## config.mk

```make
export PLATFORM = sky130hd
export DESIGN_NAME = thresh_logger
export DESIGN_NICKNAME = d
export VERILOG_FILES = /design/src/rtl/tl_pkg.sv /design/src/rtl/tl_sample_reg.sv /design/src/rtl/tl_compare.sv /design/src/rtl/tl_sram.sv /design/src/rtl/tl_addr_gen.sv /design/src/rtl/thresh_logger.sv
export SDC_FILE = /design/constraint.sdc
export NUM_CORES = 1
export LEC_CHECK = 0
export BUFFER_PORTS_ARGS = -buffer_cell sky130_fd_sc_hd__buf_2
export CORE_MARGIN = 1.5
export CORE_UTILIZATION = 45
export CTS_BUF_LIST = sky130_fd_sc_hd__clkbuf_4
export DETAILED_ROUTE_END_ITERATION = 10
export GPL_TIMING_DRIVEN = 0
export HOLD_SLACK_MARGIN = 0.06
export PLACE_DENSITY = 0.7
export REMOVE_ABC_BUFFERS = 1
export SETUP_SLACK_MARGIN = 0.5
export SYNTH_ARGS = -nofsm -noshare
export SYNTH_HDL_FRONTEND = slang
export SYNTH_SLANG_ARGS = --single-unit
```

## constraint.sdc

```tcl
create_clock -name clk -period 1.75 [get_ports clk]
set_input_delay 0.2625 -clock clk [delete_from_list [all_inputs] [get_ports clk]]
set_output_delay 0.2625 -clock clk [all_outputs]
set_load 0.02 [all_outputs]
```

## src/rtl/tl_pkg.sv

```systemverilog
package tl_pkg;
  localparam int PW_SMP = 0;
  localparam int PW_THR = 1;
  localparam int PW_CMP = 2;
  localparam int PW_MEM = 3;
  localparam int PW_ADR = 4;
  localparam int PW_W   = 5;
  typedef logic [PW_W-1:0] pwr_t;
endpackage

```

## src/rtl/tl_sample_reg.sv

```systemverilog
module tl_sample_reg #(
  parameter int DATA_W = 8
) (
  input  logic              clk,
  input  logic              rst,
  input  logic              pwr,
  input  logic              valid,
  input  logic [DATA_W-1:0] din,
  output logic [DATA_W-1:0] q,
  output logic              done
);
  always_ff @(posedge clk) begin
    if (rst) begin
      q    <= '0;
      done <= 1'b0;
    end else begin
      done <= 1'b0;
      if (pwr && valid) begin
        q    <= din;
        done <= 1'b1;
      end
    end
  end
endmodule

```

## src/rtl/tl_compare.sv

```systemverilog
module tl_compare #(
  parameter int DATA_W = 8
) (
  input  logic              clk,
  input  logic              rst,
  input  logic              pwr_thr,
  input  logic              pwr_cmp,
  input  logic              thr_load,
  input  logic [DATA_W-1:0] thr_din,
  input  logic              start,
  input  logic [DATA_W-1:0] sample,
  output logic              is_true,
  output logic              is_false
);
  logic [DATA_W-1:0] thr_q;

  always_ff @(posedge clk) begin
    if (rst) thr_q <= '0;
    else if (pwr_thr && thr_load) thr_q <= thr_din;
  end

  always_ff @(posedge clk) begin
    if (rst) begin
      is_true  <= 1'b0;
      is_false <= 1'b0;
    end else begin
      is_true  <= 1'b0;
      is_false <= 1'b0;
      if (pwr_cmp && start) begin
        if (sample >= thr_q) is_true  <= 1'b1;
        else                 is_false <= 1'b1;
      end
    end
  end
endmodule

```

## src/rtl/tl_sram.sv

```systemverilog
module tl_sram #(
  parameter int DATA_W = 8,
  parameter int DEPTH  = 16,
  localparam int ADDR_W = $clog2(DEPTH)
) (
  input  logic              clk,
  input  logic              rst,
  input  logic              pwr,
  input  logic              we,
  input  logic [ADDR_W-1:0] waddr,
  input  logic [DATA_W-1:0] wdata,
  input  logic [ADDR_W-1:0] raddr,
  output logic [DATA_W-1:0] rdata,
  output logic              wdone
);
  logic [DATA_W-1:0] mem [DEPTH];

  always_ff @(posedge clk) begin
    if (pwr && we) mem[waddr] <= wdata;
    if (pwr) rdata <= mem[raddr];
  end

  always_ff @(posedge clk) begin
    if (rst) wdone <= 1'b0;
    else     wdone <= pwr && we;
  end
endmodule

```

## src/rtl/tl_addr_gen.sv

```systemverilog
module tl_addr_gen #(
  parameter int DEPTH = 16,
  localparam int ADDR_W = $clog2(DEPTH)
) (
  input  logic              clk,
  input  logic              rst,
  input  logic              pwr,
  input  logic              step,
  output logic [ADDR_W-1:0] addr,
  output logic              wrap,
  output logic              done
);
  localparam logic [ADDR_W-1:0] LAST = ADDR_W'(DEPTH - 1);

  always_ff @(posedge clk) begin
    if (rst) begin
      addr <= '0;
      wrap <= 1'b0;
      done <= 1'b0;
    end else begin
      done <= 1'b0;
      if (pwr && step) begin
        done <= 1'b1;
        if (addr == LAST) begin
          addr <= '0;
          wrap <= 1'b1;
        end else begin
          addr <= addr + 1'b1;
        end
      end
    end
  end
endmodule

```

## src/rtl/thresh_logger.sv

```systemverilog
module thresh_logger
  import tl_pkg::*;
#(
  parameter int DATA_W = 8,
  parameter int DEPTH  = 16,
  localparam int ADDR_W = $clog2(DEPTH)
) (
  input  logic              clk,
  input  logic              rst,
  input  logic [PW_W-1:0]   pwr_en,
  input  logic              thr_load,
  input  logic [DATA_W-1:0] thr_value,
  input  logic              smp_valid,
  input  logic [DATA_W-1:0] smp_data,
  input  logic [ADDR_W-1:0] rd_addr,
  output logic [DATA_W-1:0] rd_data,
  output logic              hit,
  output logic              miss,
  output logic              done,
  output logic [ADDR_W-1:0] log_addr,
  output logic              wrapped
);
  logic [DATA_W-1:0] smp_q;
  logic              smp_done;
  logic              mem_done;
  logic              adr_done;

  tl_sample_reg #(.DATA_W(DATA_W)) u_smp (
    .clk(clk), .rst(rst), .pwr(pwr_en[PW_SMP]), .valid(smp_valid),
    .din(smp_data), .q(smp_q), .done(smp_done)
  );

  tl_compare #(.DATA_W(DATA_W)) u_cmp (
    .clk(clk), .rst(rst), .pwr_thr(pwr_en[PW_THR]), .pwr_cmp(pwr_en[PW_CMP]),
    .thr_load(thr_load), .thr_din(thr_value), .start(smp_done),
    .sample(smp_q), .is_true(hit), .is_false(miss)
  );

  tl_sram #(.DATA_W(DATA_W), .DEPTH(DEPTH)) u_mem (
    .clk(clk), .rst(rst), .pwr(pwr_en[PW_MEM]), .we(hit), .waddr(log_addr),
    .wdata(smp_q), .raddr(rd_addr), .rdata(rd_data), .wdone(mem_done)
  );

  tl_addr_gen #(.DEPTH(DEPTH)) u_adr (
    .clk(clk), .rst(rst), .pwr(pwr_en[PW_ADR]), .step(mem_done),
    .addr(log_addr), .wrap(wrapped), .done(adr_done)
  );

  always_ff @(posedge clk) begin
    if (rst) done <= 1'b0;
    else     done <= miss | adr_done;
  end
endmodule

```

==> impl_metrics.py <==
metrics = {
    "sta": {
        "rsz0062_at_grt": "yes",
        "hold_viol_final": 0,
        "skew_ns": 0.0204,
        "min_period_ns": 1.50,
        "finalSetupTns_ns": 0,
        "setup_violations": 0,
        "timing.fmax_mhz": 668,
        "tightest_slew_ns": 0.799,
        "drv_slew": 0,
        "fin_crit_sh": 0.856,
        "worst_hold_slack_ns": 0.163,
        "setup_slack_ns": 0.252,
        "slew_headroom": 0.467,
    },
    "floorplanning": {
        "fp-row-count": 43,
        "die_h_um": 122,
        "start_util": 0.462,
        "core_area_um2": 13900,
        "num_io_pins": 45,
        "fp.dieArea_um2": 15000,
        "die_w_um": 122,
    },
    "detailed_routing": {
        "drtPass1Iterations": 7,
        "antenna_left": 0,
        "routed_via_density": 5.53,
        "drtIter0Drc": 308,
        "wl_per_cell_um": 21.1,
        "remaining_drc_errors": 0,
        "via_count": 3763,
        "wl_um": 14400,
    },
    "layout": {
        "postLayoutCellArea_um2": 8280,
        "nets": 528,
        "final-instance-count-excl-fill": 680,
        "syn_to_final_growth_pct": 29.1,
        "layout-drive-gt1-share": 0.410,
        "n_fill_cell": 986,
        "n_antenna_cell": 0,
        "final_core_util": 0.596,
    },
    "grt": {
        "grt_pass1_vias": 3892,
        "antenna_found_initial": 0,
        "grt_pass1_wl_um": 21100,
        "grt_overflow_total": 0,
        "grt_usage": 0.201,
        "grt_max_degree": 33,
    },
    "synthesis": {
        "synthCells": 377,
        "synth_top_area_frac": 0.637,
        "synth.area.top_cells": "edfxtp_1, dfxtp_1, mux4_2",
        "yosysUniqueCellTypes": 29,
        "synth_top_area_cell": "edfxtp_1",
        "netlist_area_um2": 6410,
        "ys_warn_count": 0,
        "ys_seq_elements": 163,
        "avgSynthCellArea_um2": 17.0,
        "seq_area_frac_synth": 0.721,
    },
    "place": {
        "place.gp.congestion": 0.774,
        "dpl_worst_slack_ns": -0.725,
        "place_area_um2": 6740,
        "dp.cells": 582,
        "port_buffers": 44,
        "dp_hpwl_um": 7430,
    },
    "hold_path": {
        "holdCritPathClass": "in -> reg",
        "hold_depth": 2,
    },
    "clock_tree": {
        "cts_root_buf": "clkbuf_4",
        "clk_pin_slew_worst_paths_ns": 0.13,
        "cts_tree": "built",
        "htreeDepth": 4,
        "cts_sinks": 163,
        "clockBufferDepth": 2,
        "clk_latency_ns": 0.54,
        "cts_made_buffers": 17,
    },
    "power_and_ir_drop": {
        "cellPowerDensity_nw_per_um2": 843,
        "ir_worst_vdd_uv": 491,
        "leakagePower_nw": 2.84,
        "clkPwrFrac": 0.321,
        "p_sw_mw": 1.52,
        "p_int_mw": 5.46,
        "fin_total_pwr_mw": 6.98,
        "power_switching_share": 0.218,
        "seqPwrFrac": 0.608,
        "comb_power_share": 0.072,
    },
    "setup_path": {
        "endpoint_kind": "flop",
        "path_max_fanout": 1,
        "critical_path_class": "reg -> reg",
        "r2r_cells": 3,
        "crit_arrival_ns": 1.78,
        "start_kind": "flop",
        "rrSetupSlack_ns": 0.25,
        "required_ns": 2.04,
    },
    "run": {
        "maxCapViolCount": 0,
    },
    "run_status": {
        "status": "completed",
    },
}
synth_stat cells:
cell type and n:
buf_6 3, or4_1 1, clkbuf_1 8, inv_1 10, and2_1 1, dfxtp_1 27
xor2_1 1, nand3_1 23, a22o_1 1, a22oi_1 16, nand2b_1 3, and2b_1 1
or3_1 1, clkdlybuf4s25_2 3, nor3_1 4, a311oi_1 1, a21oi_1 25, ha_1 12
o21ai_0 3, mux4_1 14, nor2_1 23, buf_4 1, o21ba_2 1, nor2b_1 1
edfxtp_1 136, nand2_1 34, mux4_2 18, buf_2 4, nor4_1 1
worst max-delay path: stages, from the launching register on:
cell	delay, ns
edfxtp_1	0.42
mux4_2	0.49
a22oi_2	0.22
nand2_1	0.11
logic make-up after synthesis:
group                    synth area share
AO/OA/AOI/OAI                      0.0449
buffers and inverters              0.0248
flip-flops                          0.721
adder cells (fa/ha/maj)            0.0234
multiplexers                        0.121
AND/OR/NAND/NOR                    0.0636
XOR/XNOR                          0.00137
worst paths after layout:
path               startpoint             end
min                       rst      u_smp.done
max          u_mem.mem[12][3]  u_mem.rdata[3]
min reg2reg    u_cmp.thr_q[2]  u_cmp.thr_q[2]
max reg2reg  u_mem.mem[12][3]  u_mem.rdata[3]
area by class of cell:
cell class | count | area (µm²) | share of cell area
clock buffers | 20 | 150 | 0.0181
repair buffers | 110 | 1060 | 0.128
clock inverters | 12 | 139 | 0.0168
inverters | 10 | 42.5 | 0.00514
multi-input cells | 185 | 1980 | 0.239
flip-flops and latches | 163 | 4680 | 0.566
well taps | 180 | 225 | 0.0272
metal layers:
metal  track usage  share of wire  wire [µm]
met1         0.237           0.38       5490
met2         0.350           0.53       7640
met3        0.0493          0.055        787
met4        0.0850          0.031        450
met5             0              0          0
state kept, by name (all words and copies together) (netlist names):
signal,cells
u_smp.done,1
u_adr.addr,4
u_cmp.thr_q,8
u_mem.rdata,8
u_cmp.is_false,1
u_cmp.is_true,1
u_smp.q,8
u_mem.wdone,1
u_adr.done,1
done,1
u_mem.mem,128
u_adr.wrap,1
layout by cell type (no fill, tap or decap), drive strengths merged:
cell type      n
edfxtp       136
buf           76
dlygate4sd3   34
nand2         34
mux4          32
dfxtp         27
a21oi         25
nand3         23
nor2          23
clkbuf        20
a22oi         16
ha            12
inv           10
clkinv         8
nor3           4
bufinv         3
o21ai          3
nand2b         3
nor2b          1
and2b          1
and2           1
xor2           1
a311oi         1
o21ba          1
or4            1
or3            1
nor4           1
a22o           1
clkinvlp       1
what timing repair did:
item | 4_1_cts | 5_1_grt
pin swaps | 29 | 17
hold buffers | 34 | 0
gates resized for setup | 131 | 22
endpoints found under the setup margin | 155 | 156
buffers inserted | 28 | 4
hold endpoints to repair | 19 | 0
power groups by stage:
stage | registers, mW | clock network, mW | logic [mW]
floorplan | 4.36 | 0 | 0.151
global placement | 4.36 | 0 | 0.310
detailed placement | 4.37 | 0 | 0.315
CTS | 4.24 | 2.26 | 0.460
global route | 4.24 | 2.45 | 0.537
finish | 4.24 | 2.24 | 0.501
(Power assumes the default switching activity.)
